$ cat config.mk
export PLATFORM = sky130hd
export DESIGN_NAME = gpio_bank_ctrl
export DESIGN_NICKNAME = d
export VERILOG_FILES = /design/src/rtl/gpio_pkg.sv /design/src/rtl/gpio_sync.sv /design/src/rtl/gpio_line_detect.sv /design/src/rtl/gpio_bank_ctrl.sv
export SDC_FILE = /design/constraint.sdc
export NUM_CORES = 1
export LEC_CHECK = 0
export BUFFER_PORTS_ARGS = -buffer_cell sky130_fd_sc_hd__buf_2
export CORE_MARGIN = 4
export CORE_UTILIZATION = 46
export DETAILED_ROUTE_END_ITERATION = 7
export PLACE_DENSITY_LB_ADDON = 0.12
export SLEW_MARGIN = 20
export SYNTH_ARGS = -nofsm -noshare
export SYNTH_HDL_FRONTEND = slang
export SYNTH_SLANG_ARGS = --single-unit
$ cat constraint.sdc
create_clock -name clk_i -period 5.02 [get_ports clk_i]
set_input_delay 0.502 -clock clk_i [delete_from_list [all_inputs] [get_ports clk_i]]
set_output_delay 0.502 -clock clk_i [all_outputs]
set_load 0.02 [all_outputs]
$ cat src/rtl/gpio_pkg.sv
package gpio_pkg;
  localparam int DATA_BASE  = 8'h00;
  localparam int DIR_BASE   = 8'h06;
  localparam int CFG_BASE   = 8'h10;
  localparam int CFG_STRIDE = 8;
  localparam int MIS_BASE   = 8'h30;
  localparam int CLR_BASE   = 8'h34;
  localparam int RST_ADDR   = 8'h3F;

  typedef enum logic [1:0] {
    CFG_BOTH  = 2'd0,
    CFG_EVENT = 2'd1,
    CFG_SENSE = 2'd2,
    CFG_EN    = 2'd3
  } cfg_kind_e;
endpackage

$ cat src/rtl/gpio_sync.sv
module gpio_sync #(
  parameter int W = 24
) (
  input  logic         clk_i,
  input  logic         rst_ni,
  input  logic         hold_i,
  input  logic [W-1:0] d_i,
  output logic [W-1:0] cur_o,
  output logic [W-1:0] prev_o
);
  logic [W-1:0] s1_q, s2_q, s3_q;

  always_ff @(posedge clk_i or negedge rst_ni) begin
    if (!rst_ni) begin
      s1_q <= '0;
      s2_q <= '0;
      s3_q <= '0;
    end else if (hold_i) begin
      s1_q <= '0;
      s2_q <= '0;
      s3_q <= '0;
    end else begin
      s1_q <= d_i;
      s2_q <= s1_q;
      s3_q <= s2_q;
    end
  end

  assign cur_o  = s2_q;
  assign prev_o = s3_q;
endmodule

$ cat src/rtl/gpio_line_detect.sv
module gpio_line_detect (
  input  logic clk_i,
  input  logic rst_ni,
  input  logic hold_i,
  input  logic cur_i,
  input  logic prev_i,
  input  logic both_i,
  input  logic evt_i,
  input  logic sense_i,
  input  logic clr_i,
  output logic pend_o
);
  logic rise, fall, edge_hit, level_hit, flag_q;

  assign rise      = cur_i & ~prev_i;
  assign fall      = ~cur_i & prev_i;
  assign edge_hit  = both_i ? (rise | fall) : (~sense_i & (evt_i ? rise : fall));
  assign level_hit = ~both_i & sense_i & (cur_i == evt_i);

  // a new edge wins over a same-cycle clear
  always_ff @(posedge clk_i or negedge rst_ni) begin
    if (!rst_ni)       flag_q <= 1'b0;
    else if (hold_i)   flag_q <= 1'b0;
    else if (edge_hit) flag_q <= 1'b1;
    else if (clr_i)    flag_q <= 1'b0;
  end

  assign pend_o = flag_q | level_hit;
endmodule

$ cat src/rtl/gpio_bank_ctrl.sv
module gpio_bank_ctrl
  import gpio_pkg::*;
#(
  parameter int NB = 3,
  parameter int BW = 8,
  parameter int AW = 8
) (
  input  logic               clk_i,
  input  logic               rst_ni,
  input  logic [AW-1:0]      addr_i,
  input  logic [BW-1:0]      wdata_i,
  input  logic               we_i,
  input  logic               re_i,
  output logic [BW-1:0]      rdata_o,
  input  logic [NB*BW-1:0]   pin_i,
  output logic [NB*BW-1:0]   pin_o,
  output logic [NB*BW-1:0]   pin_oe_o,
  output logic               irq_o
);
  localparam int N = NB * BW;

  logic          srst_q;
  logic [N-1:0]  out_q, dir_q, both_q, evt_q, sense_q, en_q, stage_q;
  logic [N-1:0]  clr_vec, pend, sync_cur, sync_prev, mis;
  logic [BW-1:0] rmux, rdata_q;

  function automatic logic hit(input logic [AW-1:0] a, input int t);
    return int'(a) == t;
  endfunction

  gpio_sync #(.W(N)) u_sync (
    .clk_i  (clk_i),
    .rst_ni (rst_ni),
    .hold_i (srst_q),
    .d_i    (pin_i),
    .cur_o  (sync_cur),
    .prev_o (sync_prev)
  );

  for (genvar i = 0; i < N; i++) begin : g_line
    gpio_line_detect u_det (
      .clk_i   (clk_i),
      .rst_ni  (rst_ni),
      .hold_i  (srst_q),
      .cur_i   (sync_cur[i]),
      .prev_i  (sync_prev[i]),
      .both_i  (both_q[i]),
      .evt_i   (evt_q[i]),
      .sense_i (sense_q[i]),
      .clr_i   (clr_vec[i]),
      .pend_o  (pend[i])
    );
  end

  always_comb begin
    clr_vec = '0;
    for (int b = 0; b < NB; b++)
      if (we_i && !srst_q && hit(addr_i, CLR_BASE + b))
        clr_vec[b*BW +: BW] = wdata_i;
  end

  always_ff @(posedge clk_i or negedge rst_ni) begin
    if (!rst_ni) begin
      srst_q  <= 1'b1;
      out_q   <= '0;
      dir_q   <= '0;
      both_q  <= '0;
      evt_q   <= '0;
      sense_q <= '0;
      en_q    <= '0;
      stage_q <= '0;
    end else begin
      if (we_i && hit(addr_i, RST_ADDR)) srst_q <= wdata_i[0];
      if (srst_q) begin
        out_q   <= '0;
        dir_q   <= '0;
        both_q  <= '0;
        evt_q   <= '0;
        sense_q <= '0;
        en_q    <= '0;
        stage_q <= '0;
      end else if (we_i) begin
        for (int b = 0; b < NB; b++) begin
          if (hit(addr_i, DATA_BASE + 2*b))
            stage_q[b*BW +: BW] <= wdata_i;
          if (hit(addr_i, DATA_BASE + 2*b + 1))
            out_q[b*BW +: BW] <= (out_q[b*BW +: BW] & ~wdata_i) |
                                 (stage_q[b*BW +: BW] & wdata_i);
          if (hit(addr_i, DIR_BASE + b))
            dir_q[b*BW +: BW] <= wdata_i;
          if (hit(addr_i, CFG_BASE + CFG_STRIDE*b + int'(CFG_BOTH)))
            both_q[b*BW +: BW] <= wdata_i;
          if (hit(addr_i, CFG_BASE + CFG_STRIDE*b + int'(CFG_EVENT)))
            evt_q[b*BW +: BW] <= wdata_i;
          if (hit(addr_i, CFG_BASE + CFG_STRIDE*b + int'(CFG_SENSE)))
            sense_q[b*BW +: BW] <= wdata_i;
          if (hit(addr_i, CFG_BASE + CFG_STRIDE*b + int'(CFG_EN)))
            en_q[b*BW +: BW] <= wdata_i;
        end
      end
    end
  end

  assign mis = pend & en_q;

  always_comb begin
    rmux = '0;
    if (hit(addr_i, RST_ADDR)) rmux = {{(BW-1){1'b0}}, srst_q};
    for (int b = 0; b < NB; b++) begin
      if (hit(addr_i, DATA_BASE + 2*b))
        rmux = (dir_q[b*BW +: BW] & out_q[b*BW +: BW]) |
               (~dir_q[b*BW +: BW] & sync_cur[b*BW +: BW]);
      if (hit(addr_i, DIR_BASE + b)) rmux = dir_q[b*BW +: BW];
      if (hit(addr_i, CFG_BASE + CFG_STRIDE*b + int'(CFG_BOTH)))  rmux = both_q[b*BW +: BW];
      if (hit(addr_i, CFG_BASE + CFG_STRIDE*b + int'(CFG_EVENT))) rmux = evt_q[b*BW +: BW];
      if (hit(addr_i, CFG_BASE + CFG_STRIDE*b + int'(CFG_SENSE))) rmux = sense_q[b*BW +: BW];
      if (hit(addr_i, CFG_BASE + CFG_STRIDE*b + int'(CFG_EN)))    rmux = en_q[b*BW +: BW];
      if (hit(addr_i, MIS_BASE + b)) rmux = mis[b*BW +: BW];
    end
  end

  always_ff @(posedge clk_i or negedge rst_ni) begin
    if (!rst_ni) rdata_q <= '0;
    else         rdata_q <= re_i ? rmux : '0;
  end

  assign rdata_o  = rdata_q;
  assign pin_o    = out_q;
  assign pin_oe_o = dir_q;
  assign irq_o    = |mis;
endmodule

==> results of run 1 <==
## Yosys cell counts (13+ instances only)
| master | number | area [um2] |
|---|---|---|
| a21oi_1 | 134 | 670.6 |
| a221oi_1 | 31 | 271.5 |
| a32o_1 | 15 | 150.1 |
| buf_2 | 13 | 65.06 |
| clkbuf_1 | 76 | 285.3 |
| dfrtp_1 | 272 | 6807 |
| ha_1 | 48 | 600.6 |
| inv_1 | 82 | 307.8 |
| mux2i_1 | 89 | 890.9 |
| nand2_1 | 213 | 799.5 |
| nand3_1 | 89 | 445.4 |
| nor2_1 | 144 | 540.5 |
| nor2b_1 | 53 | 331.6 |
| nor3_1 | 35 | 175.2 |
| nor3b_1 | 22 | 165.2 |
| o21ai_0 | 69 | 345.3 |
| xor2_1 | 22 | 192.7 |
## through the flow
stage / hold WS [ns] / power, mW / instance area (um2) / setup WS [ns] / util
3_3_place_gp: 0.4422 / 2.932 / 15200 / 1.452 / 0.4945
6_report: -0.007620 / 5.209 / 16230 / 1.792 / 0.5277
5_1_grt: 0.01773 / 5.412 / 16230 / 1.687 / 0.5277
4_1_cts: 0.007153 / 5.252 / 16220 / 1.821 / 0.5276
2_1_floorplan: 0.2064 / 2.719 / 14420 / 2.613 / -
3_5_place_dp: 0.4479 / 2.941 / 15200 / 1.376 / 0.4945
## layer usage
layer	global-route usage	vias to the layer above
met5	0	-
met3	0.04379	70
met1	0.4296	6190
met4	0.06371	2
met2	0.4347	467
li1	-	5578
## path summary, 6_finish.rpt
check                                                to       startpoint  depth (start not counted)  slack [ns]
worst max-delay path                              irq_o  u_sync.cur_o[7]                          7        1.79
worst min-delay path                     u_sync.s1_q[4]           rst_ni                          1      -0.008
worst max register to register                pin_o[10]           srst_q                          4        1.92
worst min register to register          u_sync.cur_o[0]   u_sync.s1_q[0]                          1        0.46
max in group asynchronous       g_line[20].u_det.flag_q           rst_ni                          2        3.94
min in group clk_i                      u_sync.s1_q[21]        pin_i[21]                          2        0.15
## power groups by stage
stage	clock (mW)	sequential [mW]	combinational [mW]
detailed placement	0	2.47	0.476
global placement	0	2.46	0.469
floorplan	0	2.42	0.296
global route	2.44	2.44	0.532
CTS	2.35	2.43	0.478
finish	2.30	2.43	0.476
## worst max-delay path: cells and delay by family, from the launching register on
family	cells	cell delay [ns]
AND/OR/NAND/NOR	4	0.76
flip-flops	1	0.53
AO/OA/AOI/OAI	1	0.48
buffers and inverters	1	0.21
XOR/XNOR	1	0.18
## flip-flops by register name, indices dropped and copies added (netlist names), 8 cells and up
signal	count
stage_q	24
g_line.u_det.flag_q	24
pin_oe_o	24
rdata_o	8
u_sync.cur_o	24
sense_q	24
both_q	24
en_q	24
u_sync.prev_o	24
u_sync.s1_q	24
evt_q	24
pin_o	24
## logic make-up after synthesis
logic type / synth area share
mux: 0.07662
xor+xnor: 0.01458
simple gates: 0.1955
flops: 0.4739
compound gates: 0.1492
buf+inv: 0.04859
fa+ha+maj: 0.04165
## cell type report
type / instances / area, um2 / share of cell area
Tap cell: 396 / 495.5 / 0.03054
Clock inverter: 10 / 153.9 / 0.009485
Clock buffer: 44 / 864.6 / 0.05328
Sequential cell: 273 / 6837 / 0.4213
Multi-Input combinational cell: 1114 / 6894 / 0.4249
Inverter: 82 / 307.8 / 0.01897
Timing Repair Buffer: 120 / 673.1 / 0.04149
==> metrics.md, run 1 <==
| Metric | Value |
|---|---|
| Routed wl met2 | `22300 um` |
| Buffer count from post-CTS setup fixing | `0` |
| Static leakage | `7.750 nW` |
| Placed insts | `1985` |
| Slew Limit Fails | `0` |
| Critical path capture point type | `output pin` |
| Pre-antenna DRT Iters | `8` |
| Most frequent cells in the layout | `dfrtp_1, nand2_1, nor2_1` |
| Root Buffer | `clkbuf_16` |
| TritonCTS clock tree | `built` |
| Final Hold Fails | `6` |
| Vias per cell | `6.036` |
| Vias in the first global route | `11830` |
| Top Layer Used | `met5` |
| Chip width | `185.0 um` |
| Synth cell types | `65` |
| Share of the clock period used by the worst path | `0.6431` |
| Critical-path cell list | `xor2_1 -> nor3b_1 -> o21ai_0 -> and4b_1 -> nor4bb_1 -> nand3_1 -> buf_2` |
| Setup Viol. Count Final | `0` |
| Num CTS Buffers | `31` |
| P&R area growth vs syn | `12.53%` |
| Non-Filler Instances | `2039` |
| Drt initial violations | `1090` |
| Worst Path Max Fanout | `4` |
| Die footprint | `34240 um2` |
| Combinational share of power | `0.091` |
| Resize count post-CTS | `0` |
| Initial Util | `0.4689` |
| Largest net degree at the start of global routing | `107` |
| RSZ-0062 raised after global routing | `false` |
| Syn. warnings | `0` |
| Setup Skew | `0.01055 ns` |
| DRT antenna net count | `0` |
| Synth Register Bits | `273` |
| H-tree depth | `1` |
| Mapped Nets | `1661` |
| # port buffers | `100` |
| Sw Ratio | `0.2582` |
| HPWL after DPL | `33570 um` |
| WL final | `48940 um` |
| Layout cell share with drive strength beyond 1 | `0.1169` |
| Final TNS setup | `0 ns` |
| Reg power frac | `0.467` |
| Core Area | `30750 um2` |
| Fillers | `2904` |
| P_sw | `1.345 mW` |
| Clock Latency Late Sink | `0.56 ns` |
| Row count | `64` |
| Diode count | `0` |
| Clock Power Share | `0.442` |
| First-pass GRT wire length | `74530 um` |
| Failing checks | `hold timing` |
| Startpoint Class | `register` |
| FMAX | `309.8 MHz` |
| HP Class | `input port to asynchronous set/reset pin` |
| GRT overflow | `0` |
| Max-cap viol count | `0` |
| Ys flop type | `dfrtp_1` |
| Power per standard cell area | `321.0 nW/um2` |
| Drt drc | `0` |
| Initial antenna violation count | `1` |
| Worst-case clock buffer depth | `3` |
| Syn Inst Count | `1569` |
| Crit path time final | `3.228 ns` |
| I/O Pins | `101` |
| P_int | `3.864 mW` |
| Hold buffers post-CTS | `0` |
| CP peak stage delay | `0.53 ns` |
| Chip Height | `185.0 um` |
| Post-synth EDFFs | `0` |
| GP Congestion | `0.9887` |
| Required time of the critical path | `4.52 ns` |
| Critical Path AT | `2.73 ns` |
| CTS sink cnt | `273` |
| Post-synth ARST share | `1.000` |
| Met3 Wirelength | `3235 um` |
| Max stage delay cell, worst path | `dfrtp_1` |
| Run status | `finished with violations` |
| Clock-pin slew on the worst setup and hold paths | `0.06 ns` |
| Actual slew at the worst max-slew pin | `1.033 ns` |
| Peak VDD IR | `0.0002546 V` |
| Total track usage | `0.2843` |
| Final hold slack | `-0.007620 ns` |
| Most common cell after layout, fill and taps aside | `dfrtp_1` |
| Sequential area share after synthesis | `0.4739` |
| Layout net count | `1714` |
| Worst setup path class | `register to output pin` |
| M1 wire length | `22270 um` |
| Synth Cell Area | `14420 um2` |
| Routed len/inst | `24.00 um` |
| Syn avg cell area | `9.190 um2` |
| Vias | `12310` |
| Slew margin rel. | `0.3115` |
No activity file was read; power rests on OpenSTA's default activity.
==> inputs of run 2 (changes only) <==
==> constraint.sdc (replaced) <==
create_clock -name clk_i -period 2.6 [get_ports clk_i]
set_input_delay 0.26 -clock clk_i [delete_from_list [all_inputs] [get_ports clk_i]]
set_output_delay 0.26 -clock clk_i [all_outputs]
set_load 0.02 [all_outputs]
==> run 2 against run 1 <==
  * The run ends with setup timing left
  * Via count is 3.9% higher
  * Flip-flop and latch count stayed put
  * Clock skew is 0.0089 ns higher
  * Wire length is 2.2% higher
  * Clock-buffer cell count is 5 higher
  * Critical path type unchanged
  * Largest cell class unchanged
  * Highest routed layer is now met4
==> metrics.md, run 2 (synthesized netlist as in run 1, its figures left out) <==
| Metric | Value |
|---|---|
| Initial Util | `0.4689 (unchanged)` |
| Multi-input logic area | `6933 um2 (+0.56%)` |
| CP bufs+invs | `1 (unchanged)` |
| Diode count | `0 (unchanged)` |
| HP Class | `input port to register` |
| Critical-path cell list | `xor2_1 -> nor3b_1 -> o21a_2 -> nor4_2 -> nor4bb_2 -> nand3_1 -> buf_6` |
| Routed len/inst | `23.14 um (-3.6%)` |
| Reg power frac | `0.462 (-0.005)` |
| RSZ-0062 raised after global routing | `true` |
| TritonCTS clock tree | `built` |
| Clock Power Share | `0.430 (-0.012)` |
| Crit path time final | `2.656 ns` |
| Startpoint Class | `register` |
| I/O Pins | `101 (unchanged)` |
| Total track usage | `0.2929 (+0.008669)` |
| Run status | `finished with violations` |
| Root Buffer | `clkbuf_16` |
| H-tree depth | `1 (unchanged)` |
| Row count | `64 (unchanged)` |
| R2R cell count | `7 (+3)` |
| Final TNS setup | `-0.05578 ns (-0.05578 ns)` |
| Hold Path Origin | `re_i` |
| Critical path capture point type | `output pin` |
| Required time of the critical path | `2.34 ns (-2.18 ns)` |
| # port buffers | `100 (unchanged)` |
| Placed Area | `15940 um2 (+4.8%)` |
| RR Endpoint | `rdata_o[2]` |
| Die footprint | `34240 um2 (unchanged)` |
| Clock-pin slew on the worst setup and hold paths | `0.06 ns (about the same)` |
| Worst Hold Depth | `2` |
| Drt drc | `0 (unchanged)` |
| Num CTS Buffers | `31 (unchanged)` |
| Most frequent cells in the layout | `dfrtp_1, nand2_1, nor2_1` |
| Dpl ws | `0.07275 ns (-1.303 ns)` |
| Sequential cell area | `6845 um2 (+0.13%)` |
| Vias in the first global route | `12710 (+7.4%)` |
| Max stage delay cell, worst path | `dfrtp_2` |
| Worst path depth | `7 (unchanged)` |
| CP peak stage delay | `0.43 ns (-0.10 ns)` |
| Core Area | `30750 um2 (unchanged)` |
| Critical Path AT | `2.40 ns (-0.33 ns)` |
| Worst-case clock buffer depth | `3 (unchanged)` |
| Failing checks | `setup timing` |
| R2R Path Start | `pin_oe_o[18]` |
| FMAX | `376.5 MHz` |
| Combinational share of power | `0.108 (+0.017)` |
| WL final | `50010 um (+2.2%)` |
| Worst Path Max Fanout | `2 (-2)` |
| Sw Ratio | `0.2627 (+0.004540)` |
| GRT overflow | `0 (unchanged)` |
| First-pass GRT wire length | `77220 um (+3.6%)` |
| DRT antenna net count | `0 (unchanged)` |
| Final Hold Fails | `0 (-6)` |
| Share of the clock period used by the worst path | `1.021` |
| Setup Viol. Count Final | `1 (+1)` |
| Power per standard cell area | `583.6 nW/um2 (+82%)` |
| Clock Latency Late Sink | `0.56 ns (about the same)` |
| Chip width | `185.0 um (unchanged)` |
| Static leakage | `8.345 nW (+7.7%)` |
| CTS sink cnt | `273 (unchanged)` |
| Worst setup path class | `register to output pin` |
| P_int | `7.451 mW (+93%)` |
| P&R area growth vs syn | `20.10%` |
| Fillers | `2808 (-3.3%)` |
| Peak VDD IR | `0.0004397 V (+73%)` |
| Slew Limit Fails | `0 (unchanged)` |
| Cell family with most CP delay | `simple AND/OR/NAND/NOR gates` |
| P_sw | `2.655 mW (+97%)` |
| GP Congestion | `0.9915 (+0.28%)` |
| Setup Skew | `0.01949 ns (+0.008946 ns)` |
| HPWL after DPL | `34980 um (+4.2%)` |
| Vias | `12790 (+3.9%)` |
| Setup WS post-layout | `-0.05578 ns (-1.847 ns)` |
| Largest net degree at the start of global routing | `104 (-2.8%)` |
| Reg-to-reg slack, setup | `0.35 ns (-1.57 ns)` |
| Initial antenna violation count | `0 (-1)` |
| Chip Height | `185.0 um (unchanged)` |
| Hold endpoint | `rdata_o[4]` |
| Max-cap viol count | `0 (unchanged)` |
| Vias per cell | `5.918 (-2.0%)` |
| Most common cell after layout, fill and taps aside | `dfrtp_1` |
| Pre-antenna DRT Iters | `5 (-3)` |
| Design area | `17320 um2 (+6.7%)` |
| Actual slew at the worst max-slew pin | `0.8358 ns (-0.1969 ns)` |
| Layout net count | `1833 (+6.9%)` |
| Drt initial violations | `1275 (+17%)` |
| Layout cell share with drive strength beyond 1 | `0.1722 (+0.05538)` |
| Slew margin rel. | `0.4428 (+0.1313)` |
==> run 2: area by class of cell <==
| class | count | area share |
|---|---|---|
| Tap cell | 396 | 0.02861 |
| Timing Repair Buffer | 239 | 0.09899 |
| Clock buffer | 49 | 0.05448 |
| Inverter | 82 | 0.01777 |
| Clock inverter | 8 | 0.004480 |
| Multi-Input combinational cell | 1114 | 0.4004 |
| Sequential cell | 273 | 0.3953 |
==> run 2: worst max path at each step <==
stage	end	slack [ns]	start
2_1_floorplan	rdata_o[4]	0.44	addr_i[4]
3_3_place_gp	rdata_o[4]	0.11	addr_i[4]
3_5_place_dp	rdata_o[4]	0.07	addr_i[4]
4_1_cts	irq_o	-0.03	u_sync.cur_o[8]
5_1_grt	irq_o	-0.12	evt_q[8]
6_report	irq_o	-0.06	u_sync.cur_o[8]
==> run 2: power by group through the flow <==
stage          Clock, mW  Sequential [mW]  Combinational [mW]
2_1_floorplan          0             4.68               0.571
3_3_place_gp           0             4.73                1.01
3_5_place_dp           0             4.73                1.03
4_1_cts             4.43             4.66                1.09
5_1_grt             4.63             4.69                1.21
6_report            4.35             4.67                1.09
==> run 2: layer usage <==
layer / vias up / wire length, um / track usage
met5: - / 0 / 0
met2: 503 / 22520 / 0.4488
li1: 5836 / - / -
met4: 0 / 1478 / 0.08221
met1: 6356 / 22450 / 0.4350
met3: 94 / 3561 / 0.04576
==> run 2: worst register-to-register path, delay by kind of cell, from the launching register on <==
family         cells  cell delay, ns
flip-flops         1            0.40
multiplexers       1            0.35
AO/OA/AOI/OAI      6            1.36
==> run 2: stage by stage <==
stage | cells | hold slack (ns) | power (mW) | utilization
2_1_floorplan | 1569 | -0.03559 | 5.249 | -
3_3_place_gp | 2073 | 0.2838 | 5.738 | 0.5184
3_5_place_dp | 2073 | 0.2886 | 5.760 | 0.5184
4_1_cts | 2161 | 0.01493 | 10.18 | 0.5629
5_1_grt | 2161 | 0.04146 | 10.53 | 0.5632
6_report | 2161 | 0.04725 | 10.11 | 0.5632
==> run 2: repair_timing <==
action / in CTS / in global routing
hold buffers: 25 / 0
resized for setup: 24 / 5
endpoints found under the setup margin: 1 / 1
buffers inserted: 6 / 0
hold endpoints to repair: 87 / 0
pin swaps: 4 / 1
==> inputs of run 3 (changes only) <==
--- a/config.mk
+++ b/config.mk
@@ -6,10 +6,12 @@
 export NUM_CORES = 1
 export LEC_CHECK = 0
 export BUFFER_PORTS_ARGS = -buffer_cell sky130_fd_sc_hd__buf_2
+export CORE_ASPECT_RATIO = 1.2
 export CORE_MARGIN = 4
 export CORE_UTILIZATION = 46
 export DETAILED_ROUTE_END_ITERATION = 7
 export PLACE_DENSITY_LB_ADDON = 0.12
+export SKIP_CTS_REPAIR_TIMING = 1
 export SLEW_MARGIN = 20
 export SYNTH_ARGS = -nofsm -noshare
 export SYNTH_HDL_FRONTEND = slang
==> run 3 against run 2 <==
  * The flow now finishes without violations
  * First-iteration DRC count down 13%
  * Clock-buffer cell count down 4
  * Largest cell class unchanged
  * Flip-flop and latch count unchanged
  * Global-route usage down 0.38 points
  * Cell area about the same
  * Highest routed layer unchanged
  * Largest power group unchanged
  * Critical path type unchanged
==> metrics.md, run 3 (synthesized netlist as in run 1, its figures left out) <==
| Metric | Value |
|---|---|
| Run status | `completed` |
| Share of the clock period used by the worst path | `0.9874 (-0.03409)` |
| Vias in the first global route | `12680 (-0.22%)` |
| Total track usage | `0.2891 (-0.003811)` |
| H-tree depth | `1 (unchanged)` |
| R2R Path Start | `srst_q` |
| Initial antenna violation count | `1 (+1)` |
| Layout cell share with drive strength beyond 1 | `0.1716 (-0.0006302)` |
| First-pass GRT wire length | `77140 um (about the same)` |
| Die footprint | `34250 um2 (about the same)` |
| TritonCTS clock tree | `built` |
| Static leakage | `8.314 nW (-0.37%)` |
| Actual slew at the worst max-slew pin | `1.037 ns (+0.2013 ns)` |
| Worst Hold Depth | `2 (unchanged)` |
| Hold endpoint | `rdata_o[4]` |
| HP Class | `input port to register` |
| FMAX | `389.5 MHz (+3.5%)` |
| Chip Height | `201.9 um (+9.1%)` |
| Root Buffer | `clkbuf_16` |
| Vias | `12890 (+0.81%)` |
| CTS sink cnt | `273 (unchanged)` |
| Final core utilization | `0.5629 (about the same)` |
| Diode count | `0 (unchanged)` |
| Peak VDD IR | `0.0005705 V (+30%)` |
| Critical path capture point type | `output pin` |
| Drt drc | `0 (unchanged)` |
| Core Area | `30740 um2 (about the same)` |
| RSZ-0062 raised after global routing | `true` |
| HPWL after DPL | `35680 um (+2.0%)` |
| Row count | `70 (+9.4%)` |
| Setup crit start | `evt_q[10]` |
| Routed len/inst | `23.44 um (+1.3%)` |
| Placed Area | `15890 um2 (-0.35%)` |
| Final Hold Fails | `0 (unchanged)` |
| Setup Skew | `0.02214 ns (+0.002645 ns)` |
| I/O Pins | `101 (unchanged)` |
| Clock Latency Late Sink | `0.58 ns (+0.02 ns)` |
| Design Power | `10.20 mW (+0.93%)` |
| Startpoint Class | `register` |
| Grt met1 use | `0.3881 (-0.04691)` |
| Largest net degree at the start of global routing | `182 (+75%)` |
| Power per standard cell area | `589.5 nW/um2 (+1.0%)` |
| Worst-case clock buffer depth | `3 (unchanged)` |
| GRT busiest layer | `met2` |
| Placed insts | `2064 (-0.43%)` |
| Setup Viol. Count Final | `0 (-1)` |
| Design area | `17300 um2 (about the same)` |
| Most frequent cells in the layout | `dfrtp_1, nand2_1, nor2_1` |
| DRT antenna net count | `0 (unchanged)` |
| Slew margin rel. | `0.3086 (-0.1342)` |
| Clock-pin slew on the worst setup and hold paths | `0.06 ns (about the same)` |
| GRT overflow | `0 (unchanged)` |
| Num CTS Buffers | `30 (-3.2%)` |
| Critical Path AT | `2.31 ns (-0.09 ns)` |
| Drt initial violations | `1110 (-13%)` |
| Vias per cell | `5.996 (+1.3%)` |
| R2R cell count | `3 (-4)` |
| GP Congestion | `1.013 (+2.2%)` |
| Layout net count | `1823 (-0.55%)` |
| Max-cap viol count | `0 (unchanged)` |
| Slew Limit Fails | `0 (unchanged)` |
| RR Endpoint | `pin_o[9]` |
| Met2 GRT Util | `0.4625 (+0.01372)` |
| Required time of the critical path | `2.34 ns (about the same)` |
| Non-Filler Instances | `2150 (-0.51%)` |
| Routing usage on met3 | `0.05301 (+0.007254)` |
| Final TNS setup | `0 ns (+0.05578 ns)` |
| WL final | `50390 um (+0.77%)` |
| P&R area growth vs syn | `20.01% (about the same)` |
| Reg-to-reg slack, setup | `0.34 ns (about the same)` |
| Crit path time final | `2.567 ns (-0.08864 ns)` |
| Worst setup path class | `register to output pin` |
| # port buffers | `100 (unchanged)` |
| Most common cell after layout, fill and taps aside | `dfrtp_1` |
| Fillers | `2756 (-1.9%)` |
| Pre-antenna DRT Iters | `5 (unchanged)` |
| Hold Path Origin | `re_i` |
| Initial Util | `0.4690 (about the same)` |
| Worst Path Max Fanout | `4 (+2)` |
| Chip width | `169.6 um (-8.3%)` |
[run 3: worst max path at each step]
stage	end	slack (ns)	cells after the start
6_report	irq_o	0.03	7
5_1_grt	irq_o	-0.08	7
4_1_cts	irq_o	-0.22	8
3_5_place_dp	rdata_o[7]	0.11	8
3_3_place_gp	rdata_o[0]	0.10	8
2_1_floorplan	rdata_o[4]	0.44	8
[run 3: layout make-up]
type | count | area [um2] | share of cell area
inverter | 82 | 307.8 | 0.01779
clock buffer | 45 | 917.1 | 0.05300
timing repair buffer | 230 | 1655 | 0.09566
sequential | 273 | 6848 | 0.3957
clock inverter | 10 | 123.9 | 0.007158
multi-input combinational | 1114 | 6957 | 0.4020
tap | 396 | 495.5 | 0.02863
[run 3: through the flow]
step	worst slack (ns)	hold slack [ns]
2_1_floorplan	0.4354	-0.03559
3_3_place_gp	0.1043	0.3403
3_5_place_dp	0.1105	0.3382
4_1_cts	-0.2249	-0.2768
5_1_grt	-0.07683	0.01725
6_report	0.03286	0.05816
[run 3: where the power goes]
group | internal [mW] | total (mW) | switching [mW]
sequential | 4.46 | 4.67 | 0.207
combinational | 0.421 | 1.09 | 0.667
clock | 2.63 | 4.44 | 1.81
total | 7.51 | 10.2 | 2.69
[run 3: per-layer routing]
layer,wire length (um),vias to the layer above
met5,0,-
met4,2499,0
met1,20710,6424
li1,-,5819
met2,23510,512
met3,3672,137
[run 3: critical path: stages (launching register included)]
cell and delay, ns:
dfrtp_2 0.44, xor2_1 0.17, nor3b_1 0.07, o21a_1 0.24, nor4_1 0.25, nor4bb_4 0.29, nand3_4 0.12, buf_6 0.15
